--- config.mk ---
export PLATFORM = sky130hd
export DESIGN_NAME = i2c_irq_vector
export DESIGN_NICKNAME = d
export VERILOG_FILES = /design/src/rtl/irqv_pkg.sv /design/src/rtl/irqv_prio.sv /design/src/rtl/irqv_control.sv /design/src/rtl/irqv_datapath.sv /design/src/rtl/i2c_irq_vector.sv
export SDC_FILE = /design/constraint.sdc
export NUM_CORES = 1
export LEC_CHECK = 0
export ABC_CLOCK_PERIOD_IN_PS = 1690
export BUFFER_PORTS_ARGS = -buffer_cell sky130_fd_sc_hd__buf_4
export CAP_MARGIN = 20
export CORE_ASPECT_RATIO = 0.8
export CORE_MARGIN = 2
export CORE_UTILIZATION = 46
export CTS_CLUSTER_SIZE = 25
export DETAILED_ROUTE_END_ITERATION = 12
export GPL_TIMING_DRIVEN = 1
export PLACE_DENSITY = 0.77
export SYNTH_ARGS = -nofsm -noshare
export SYNTH_HDL_FRONTEND = slang
export SYNTH_SLANG_ARGS = --single-unit
--- constraint.sdc ---
create_clock -name clk -period 1.69 [get_ports clk]
set_input_delay 0.507 -clock clk [delete_from_list [all_inputs] [get_ports clk]]
set_output_delay 0.507 -clock clk [all_outputs]
set_load 0.05 [all_outputs]
--- src/rtl/irqv_pkg.sv ---
package irqv_pkg;

  localparam int EVT_COUNT = 7;
  localparam int VEC_W     = $clog2(EVT_COUNT + 1);

  // event indices; code reported on the vector is index + 1
  localparam int EV_ARB_LOST = 0;
  localparam int EV_NO_ACK   = 1;
  localparam int EV_ACC_RDY  = 2;
  localparam int EV_RX_RDY   = 3;
  localparam int EV_TX_RDY   = 4;
  localparam int EV_STOP     = 5;
  localparam int EV_ADDR_SLV = 6;

  // flags that a vector read does not acknowledge
  localparam logic [EVT_COUNT-1:0] ACK_KEEP =
    (EVT_COUNT'(1) << EV_RX_RDY) | (EVT_COUNT'(1) << EV_TX_RDY);

  localparam int OFS_MASK   = 'h04;
  localparam int OFS_STATUS = 'h08;
  localparam int OFS_VECTOR = 'h28;

  typedef enum logic [1:0] {
    SEL_NONE,
    SEL_MASK,
    SEL_STATUS,
    SEL_VECTOR
  } rdSel_e;

  typedef struct packed {
    logic   wrMask;
    logic   wrStatus;
    logic   rdVector;
    logic   rdAny;
    rdSel_e rdSel;
  } ctlStrobes_t;

endpackage

--- src/rtl/irqv_prio.sv ---
module irqv_prio
  import irqv_pkg::*;
#(
  parameter int N_EVT = EVT_COUNT,
  localparam int CODE_W = $clog2(N_EVT + 1)
) (
  input  logic [N_EVT-1:0]  pending,
  output logic [CODE_W-1:0] code
);

  // lowest set index wins; scan from the top so the lowest overrides
  always_comb begin
    code = '0;
    for (int i = N_EVT - 1; i >= 0; i--) begin
      if (pending[i]) code = CODE_W'(i + 1);
    end
  end

endmodule

--- src/rtl/irqv_control.sv ---
module irqv_control
  import irqv_pkg::*;
#(
  parameter int ADDR_W = 8
) (
  input  logic              regWrEn,
  input  logic              regRdEn,
  input  logic [ADDR_W-1:0] regAddr,
  output ctlStrobes_t       ctl
);

  localparam logic [ADDR_W-1:0] A_MASK   = ADDR_W'(OFS_MASK);
  localparam logic [ADDR_W-1:0] A_STATUS = ADDR_W'(OFS_STATUS);
  localparam logic [ADDR_W-1:0] A_VECTOR = ADDR_W'(OFS_VECTOR);

  always_comb begin
    ctl          = '0;
    ctl.wrMask   = regWrEn && (regAddr == A_MASK);
    ctl.wrStatus = regWrEn && (regAddr == A_STATUS);
    ctl.rdAny    = regRdEn;
    ctl.rdVector = regRdEn && (regAddr == A_VECTOR);
    if (regRdEn) begin
      unique case (regAddr)
        A_MASK:   ctl.rdSel = SEL_MASK;
        A_STATUS: ctl.rdSel = SEL_STATUS;
        A_VECTOR: ctl.rdSel = SEL_VECTOR;
        default:  ctl.rdSel = SEL_NONE;
      endcase
    end
  end

endmodule

--- src/rtl/irqv_datapath.sv ---
module irqv_datapath
  import irqv_pkg::*;
#(
  parameter int DATA_W     = 16,
  parameter int RSFULL_BIT = 11,
  parameter int BUSY_BIT   = 12,
  localparam int N_EVT     = EVT_COUNT,
  localparam int CODE_W    = VEC_W
) (
  input  logic              clk,
  input  logic              rst_n,
  input  ctlStrobes_t       ctl,
  input  logic [DATA_W-1:0] wrData,
  input  logic [N_EVT-1:0]  evtPulse,
  input  logic              rxDataRd,
  input  logic              txDataWr,
  input  logic              busBusy,
  input  logic              rxShiftFull,
  input  logic [CODE_W-1:0] vecCode,
  output logic [N_EVT-1:0]  flagQ,
  output logic [N_EVT-1:0]  maskQ,
  output logic [DATA_W-1:0] rdData,
  output logic              irqOut
);

  logic [N_EVT-1:0] ackClr;
  logic [N_EVT-1:0] w1cClr;
  logic [N_EVT-1:0] accClr;
  logic [N_EVT-1:0] flagNext;
  logic [DATA_W-1:0] statusWord;
  logic [DATA_W-1:0] rdMux;
  logic unusedWrBits;

  assign unusedWrBits = ^wrData[DATA_W-1:N_EVT];

  // acknowledge of the reported event on a vector read
  for (genvar i = 0; i < N_EVT; i++) begin : g_ack
    assign ackClr[i] = ctl.rdVector && (vecCode == CODE_W'(i + 1)) && !ACK_KEEP[i];
    if (i == EV_RX_RDY) begin : g_rx
      assign accClr[i] = rxDataRd;
    end else if (i == EV_TX_RDY) begin : g_tx
      assign accClr[i] = txDataWr;
    end else begin : g_none
      assign accClr[i] = 1'b0;
    end
  end

  assign w1cClr   = ctl.wrStatus ? wrData[N_EVT-1:0] : '0;
  // a new event outranks any clear in the same cycle
  assign flagNext = (flagQ & ~(ackClr | w1cClr | accClr)) | evtPulse;

  always_ff @(posedge clk) begin
    if (!rst_n) begin
      flagQ <= '0;
      maskQ <= '0;
    end else begin
      flagQ <= flagNext;
      if (ctl.wrMask) maskQ <= wrData[N_EVT-1:0];
    end
  end

  always_comb begin
    statusWord                = '0;
    statusWord[N_EVT-1:0]     = flagQ;
    statusWord[RSFULL_BIT]    = rxShiftFull;
    statusWord[BUSY_BIT]      = busBusy;
  end

  always_comb begin
    unique case (ctl.rdSel)
      SEL_MASK:   rdMux = DATA_W'(maskQ);
      SEL_STATUS: rdMux = statusWord;
      SEL_VECTOR: rdMux = DATA_W'(vecCode);
      default:    rdMux = '0;
    endcase
  end

  always_ff @(posedge clk) begin
    if (!rst_n) rdData <= '0;
    else if (ctl.rdAny) rdData <= rdMux;
  end

  assign irqOut = |(flagQ & maskQ);

endmodule

--- src/rtl/i2c_irq_vector.sv ---
module i2c_irq_vector
  import irqv_pkg::*;
#(
  parameter int ADDR_W     = 8,
  parameter int DATA_W     = 16,
  parameter int RSFULL_BIT = 11,
  parameter int BUSY_BIT   = 12
) (
  input  logic                 clk,
  input  logic                 rst_n,
  input  logic                 regWrEn,
  input  logic                 regRdEn,
  input  logic [ADDR_W-1:0]    regAddr,
  input  logic [DATA_W-1:0]    regWrData,
  output logic [DATA_W-1:0]    regRdData,
  input  logic [EVT_COUNT-1:0] evtPulse,
  input  logic                 rxDataRd,
  input  logic                 txDataWr,
  input  logic                 busBusy,
  input  logic                 rxShiftFull,
  output logic                 irqOut
);

  ctlStrobes_t          ctl;
  logic [EVT_COUNT-1:0] flagQ;
  logic [EVT_COUNT-1:0] maskQ;
  logic [VEC_W-1:0]     vecCode;

  irqv_control #(.ADDR_W(ADDR_W)) u_ctl (
    .regWrEn (regWrEn),
    .regRdEn (regRdEn),
    .regAddr (regAddr),
    .ctl     (ctl)
  );

  irqv_prio #(.N_EVT(EVT_COUNT)) u_prio (
    .pending (flagQ & maskQ),
    .code    (vecCode)
  );

  irqv_datapath #(
    .DATA_W     (DATA_W),
    .RSFULL_BIT (RSFULL_BIT),
    .BUSY_BIT   (BUSY_BIT)
  ) u_dp (
    .clk         (clk),
    .rst_n       (rst_n),
    .ctl         (ctl),
    .wrData      (regWrData),
    .evtPulse    (evtPulse),
    .rxDataRd    (rxDataRd),
    .txDataWr    (txDataWr),
    .busBusy     (busBusy),
    .rxShiftFull (rxShiftFull),
    .vecCode     (vecCode),
    .flagQ       (flagQ),
    .maskQ       (maskQ),
    .rdData      (regRdData),
    .irqOut      (irqOut)
  );

endmodule

# Word level (Yosys, flattened, before mapping)

Index checks and enable logic that the tools add are counted.
Widths: inputs -> output; s select.

Register bits after elaboration: 30
Input bits: 39
Output and inout port bits: 17

Equal/unequal tests: 11
Mux-type cells: 11
Bitwise operators: 6
Reduce and logical (&&, ||, !) cells: 9

Operator list:

| cell               | count |
|---|---|
| $pmux 13 s3        | 1 |
| $mux 3             | 7 |
| $and 7x7->7        | 2 |
| $or 7x7->7         | 2 |
| $eq 8x3->1 const B | 1 |
| $eq 8x4->1 const B | 1 |
| $eq 8x6->1 const B | 1 |
| $logic_and 1x1->1  | 8 |
| $mux 7             | 1 |
| $not 7->7          | 1 |
| $or 7x5->7         | 1 |
| $reduce_or 7->1    | 1 |
| $eq 3x2->1 const B | 2 |
| $eq 3x3->1 const B | 2 |
| $pmux 2 s3         | 1 |
| $eq 2x2->1 const B | 2 |
| $eq 3x1->1 const B | 1 |
| $eq 2x1->1 const B | 1 |
| $mux 2             | 1 |

# Depth between registers and ports, before layout

Word-level depth: 15
Depth in mapped cells: 6

# Modules after synthesis

A second synthesis with hierarchy kept.

Cells, all modules: 148
Area, all modules: 1296.2 um^2

Modules (own cells, without submodules):

| module         | instances | cells an instance | area each (um^2) | sequential area each (um^2) |
|---|---|---|---|---|
| irqv_datapath  | 1         | 116               | 1063.5           | 460.4 |
| irqv_control   | 1         | 14                | 127.6            | 0.0 |
| irqv_prio      | 1         | 11                | 61.3             | 0.0 |
| i2c_irq_vector | 1         | 7                 | 43.8             | 0.0 |

# Worst setup path after synthesis

No wires, ideal clock.

Path type: input to register
Start point: input regAddr[2]
End point: register u_dp.flagQ[1]
Arrival time: 1.479 ns
Data required time: 1.568 ns
Path slack: 0.090 ns
Cell stages on the path: 4
Path buffers: 0
Cells stage by stage: nor4b_4 and3_1 nand3_2 o311a_1

Cells in the longest elaborated chain, start to end: 8
Elaborated cells on any way between the ends: 11

RTL lines:

| what                                               | RTL line                                 | source |
|---|---|---|
| from (decl)                                        | i2c_irq_vector.sv:13                     | `input logic [ADDR_W-1:0] regAddr,` |
| $eq 8x4->1 / $eq 8x6->1 (equally long branches)    | irqv_control.sv:19, irqv_control.sv:21   |  |
| $logic_and 1x1->1, on equally long branches        | irqv_control.sv:19, irqv_control.sv:21   |  |
| $mux 7 / $logic_and 1x1->1 (equally long branches) | irqv_datapath.sv:48, irqv_datapath.sv:38 |  |
| $or 7x7->7 *                                       | irqv_datapath.sv:50                      | `assign flagNext = (flagQ & ~(ackClr \| w1cClr \| accClr)) \| evtPulse;` |
| $or 7x5->7 *                                       | irqv_datapath.sv:50                      |  |
| $not 7->7 *                                        | irqv_datapath.sv:50                      |  |
| $and 7x7->7 *                                      | irqv_datapath.sv:50                      |  |
| $or 7x7->7 *                                       | irqv_datapath.sv:50                      |  |
| to (signal assigned)                               | irqv_datapath.sv:57                      | `flagQ <= flagNext;` |
| to (decl)                                          | irqv_datapath.sv:20                      | `output logic [N_EVT-1:0] flagQ,` |

Every way passes the cells marked *; elsewhere a longest branch is shown, timed or not.
A chain may end at the register's enable or synchronous reset.

# Worst setup path after layout

Start point: register u_dp.maskQ[0]
End point: output irqOut

Cells in the longest elaborated chain, start to end: 2

RTL lines:

| what                   | RTL line             | source |
|---|---|---|
| from (decl)            | irqv_datapath.sv:21  | `output logic [N_EVT-1:0] maskQ,` |
| from (signal assigned) | irqv_datapath.sv:58  | `if (ctl.wrMask) maskQ <= wrData[N_EVT-1:0];` |
| $and 7x7->7            | irqv_datapath.sv:83  | `assign irqOut = \|(flagQ & maskQ);` |
| $reduce_or 7->1        | irqv_datapath.sv:83  |  |
| to (decl)              | i2c_irq_vector.sv:21 | `output logic irqOut` |

Every way passes these cells.

==> impl_summary.txt <==
----------------------------------------------------
[Timing]
  RSZ-0062 raised after global routing ... true
  Final setup viols ... 1
  Final Worst Setup Slack ... -181 ps
  Slew of the pin with the lowest slew margin ... 555 ps
  Maximum frequency from static timing analysis ... 0.534 GHz
  Worst clock skew on the final layout ... 12.7 ps
  Final period utilization ... 1.11
  Period minus WS final ... 1870 ps
  Final hold violation count ... 0
  Setup TNS after final layout ... -181 ps
  Slew Viols, Final ... 0
  Worst rel slew slack ... 0.628

[Pwr]
  Pwr dens ... 597 nW/um^2
  Peak supply drop ... 0.000398 V
  Part of the power in registers ... 0.580
  Proportion of total power due to net switching ... 0.268
  Internal ... 0.000719 W
  Power spent charging and discharging nets ... 0.000263 W
  Part of the power in combinational logic ... 0.160
  Part of the power in the clock network ... 0.259
  Standby leakage power ... 0.737 nW

[Route]
  Routed via count divided by cell count ... 5.50
  DRC violations left ... 0
  Total vias in the final route ... 1188
  WL final ... 3.16 mm
  Routed wire per std cell ... 14.6 um
  Antenna Nets Post-Route ... 0
  Iter 0 DRT Violations ... 63
  Total iterations of the first detailed-routing run ... 4

[Logic synthesis]
  Synth Area in Simple Gates ... 0.270
  Adder-cell share of the synthesized area ... 0
  Mean area per synthesized cell ... 9.51 sq um
  Count of mapped cells out of synthesis ... 127
  Warning count from the yosys run ... 0
  Share of the yosys chip area belonging to registers ... 0.381
  Combinational family with the most area after synthesis ... simple AND/OR/NAND/NOR gates
  Syn Std Cell Area ... 1210 sq um
  Count of unique library cells instantiated by Yosys ... 33
  Multiplexer share of the synthesized area ... 0.0580
  Seq cells post-synth ... 23
  Compound-Gate Fraction of Synth Area ... 0.226
  Post-Synth XOR/XNOR Area ... 0

[Critical path]
  Critical path capture point ... irqOut
  Worst R2R Path Depth ... 6
  Register-to-register setup slack ... 50 ps
  Startpoint types ... flop
  CP max FO ... 2
  Required time worst endpoint ... 1180 ps
  Worst reg2reg path startpoint ... u_dp.maskQ[2]$_SDFFE_PN0P_
  Critical Path End Type ... output port
  Critical register-to-register path endpoint ... u_dp.flagQ[1]$_SDFF_PN0_
  Critical path class ... reg2out
  Arrival time reported for the critical path endpoint ... 1360 ps
  Critical path origin ... u_dp.maskQ[0]$_SDFFE_PN0P_

[Finish]
  Post-route non-filler standard cell count ... 216
  Final-stage net count ... 220
  ANT cells ... 0
  Layout Cell Area excl Fill ... 1650 sq um
  Post-synthesis to final-layout area growth ... 36.3%
  Fraction of final layout cells sized beyond drive strength 1 ... 0.378

[Global route]
  Number of global-route vias before repair ... 1129
  Global-route wire length before repair ... 5.23 mm
  Pin count of the biggest net entering global routing ... 24
  Total congestion overflow ... 0
  Total track usage ... 0.228
  Initial antenna violation count ... 0

[Floorplan]
  Core Area ... 2460 sq um
  # rows ... 16
  Die Span X ... 61.3 um
  Ports ... 56
  Area enclosed by the die boundary ... 3050 sq um
  Initial cell density of the core ... 0.490
  Vertical extent of the die ... 49.8 um

[Outcome]
  Outcome ... finished with violations
  Violated checks ... negative setup slack

[CTS]
  Post-CTS clock slew at the launch and capture registers of the worst setup and hold paths ... 130 ps
  Total number of H-tree levels ... 1
  Number of buffers added to fix hold violations after cts ... 0
  Total CTS buffers ... 3
  Clock Tree Buf Depth ... 2
  Clock tree from TritonCTS ... done
  Insertion delay to the later sink of the worst-skew pair ... 320 ps
  Count of clock tree sinks ... 23
  Buffer cell driving the clock tree root ... clkbuf_4

[Placed design]
  Placer congestion estimate ... 0.874
  Placed Area ... 1600 sq um
  Count of input and output buffers ... 39
  Instance count after placement with tap cells included ... 210
  HPWL after detailed placement ... 2.44 mm

[Flow run]
  Number of max-cap violations ... 0

[Min path]
  Hold Crit Class ... in2reg

----------------------------------------------------
sequential cells by signal, summed over array words and instances (netlist names):
| signal | cells |
|---|---|
| u_dp.flagQ | 7 |
| u_dp.maskQ | 7 |
| u_dp.rdData | 9 |
power groups by stage:
stage          clock network [W]  registers [W]  logic (W)
2_1_floorplan                  0       0.000576  0.0000837
3_3_place_gp                   0       0.000580   0.000148
3_5_place_dp                   0       0.000581   0.000153
4_1_cts                 0.000257       0.000569   0.000157
5_1_grt                 0.000286       0.000572   0.000169
6_report                0.000255       0.000570   0.000157
through the flow:
step	setup slack [ps]	utilization	hold WS, ps	power (W)
6_report	-181	0.668	393	0.000982
5_1_grt	-269	0.668	383	0.00103
4_1_cts	-168	0.668	392	0.000983
3_5_place_dp	-175	0.648	534	0.000734
3_3_place_gp	-144	0.648	519	0.000727
2_1_floorplan	89.6	-	517	0.000660
cell usage in the layout (no fill, tap or decap):
cell	synthesis	routed
a21boi_0	5	5
nor2_1	5	5
a21oi_1	6	6
nor4b_2	3	3
clkinv_2	0	1
nand3_2	2	2
buf_6	0	1
buf_4	7	53
nor4_4	1	1
nand2b_1	2	2
and4b_1	1	1
o21ai_0	3	3
a22o_1	2	2
o21ai_1	1	1
o21a_1	3	3
dfxtp_1	23	20
nand2_1	10	10
a21o_1	1	1
mux2i_1	7	7
and3_1	4	4
o211ai_1	2	2
nor4b_4	1	1
o2bb2ai_1	1	1
a221oi_1	1	1
clkbuf_4	0	3
nand3_1	2	2
nor2b_1	14	14
a22oi_1	6	6
o311a_1	1	1
conb_1	1	7
dfxtp_2	0	3
nor4_1	1	1
nor4b_1	1	1
clkinv_1	1	1
a222oi_1	5	5
final cells by class:
type | count | area [sq um]
clock buffer | 3 | 22.5
clock inverter | 1 | 5.00
fill | 196 | 817
inverter | 1 | 3.75
multi-input combinational | 98 | 696
sequential | 23 | 464
tap | 36 | 45.0
timing repair buffer | 54 | 409
kinds of logic after synthesis:
| kind of cell | after synthesis |
|---|---|
| buf+inv | 12 |
| flops | 23 |
| compound gates | 37 |
| mux | 7 |
| other cells | 1 |
| simple gates | 47 |
layer usage:
metal,global-route usage,share of wire,up-vias,wire (um)
li1,-,-,571,-
met1,0.302,0.42,548,1330
met2,0.349,0.48,63,1510
met3,0.0682,0.082,6,259
met4,0.0761,0.017,0,55
met5,0,0,-,0
synth_stat cells (all sizes together):
cell,number,share of area
o21a,3,0.019
dfxtp,23,0.38
nand2,10,0.031
o2bb2ai,1,0.0073
nor2,5,0.016
a21o,1,0.0062
a22o,2,0.015
nand2b,2,0.010
clkinv,1,0.0031
mux2i,7,0.058
a222oi,5,0.041
clkbuf,2,0.0062
o211ai,2,0.012
a221oi,1,0.0073
conb,1,0.0031
and4b,1,0.0083
a21boi,5,0.031
nor2b,14,0.073
nor4b,5,0.064
a22oi,6,0.037
buf,9,0.052
nor4,2,0.023
o311a,1,0.0083
and3,4,0.021
nand3,4,0.025
o21ai,4,0.017
a21oi,6,0.025
worst max-delay path: stages, from the launching register on:
cell	delay, ps
dfxtp_1	330
a222oi_1	410
nand2_1	140
buf_6	170
repair_timing:
action / CTS / global route
pin swaps: 2 / 0
endpoints found under the hold margin: 0 / 0
buffers inserted: 2 / 0
resized for setup: 4 / 0
endpoints found under the setup margin: 1 / 1
worst min path at each step:
stage,start,endpoint,slack [ps],cells after the start
after CTS,evtPulse[4],u_dp.flagQ[4]$_SDFF_PN0_,390,2
final,evtPulse[4],u_dp.flagQ[4]$_SDFF_PN0_,390,2
after detailed placement,u_dp.rdData[12]$_SDFFE_PN0P_,u_dp.rdData[12]$_SDFFE_PN0P_,530,2
after global routing,evtPulse[3],u_dp.flagQ[3]$_SDFF_PN0_,380,2
after floorplan,u_dp.flagQ[0]$_SDFF_PN0_,u_dp.flagQ[0]$_SDFF_PN0_,520,2
after global placement,u_dp.rdData[12]$_SDFFE_PN0P_,u_dp.rdData[12]$_SDFFE_PN0P_,520,2
Power figures use the tool's default switching activity.
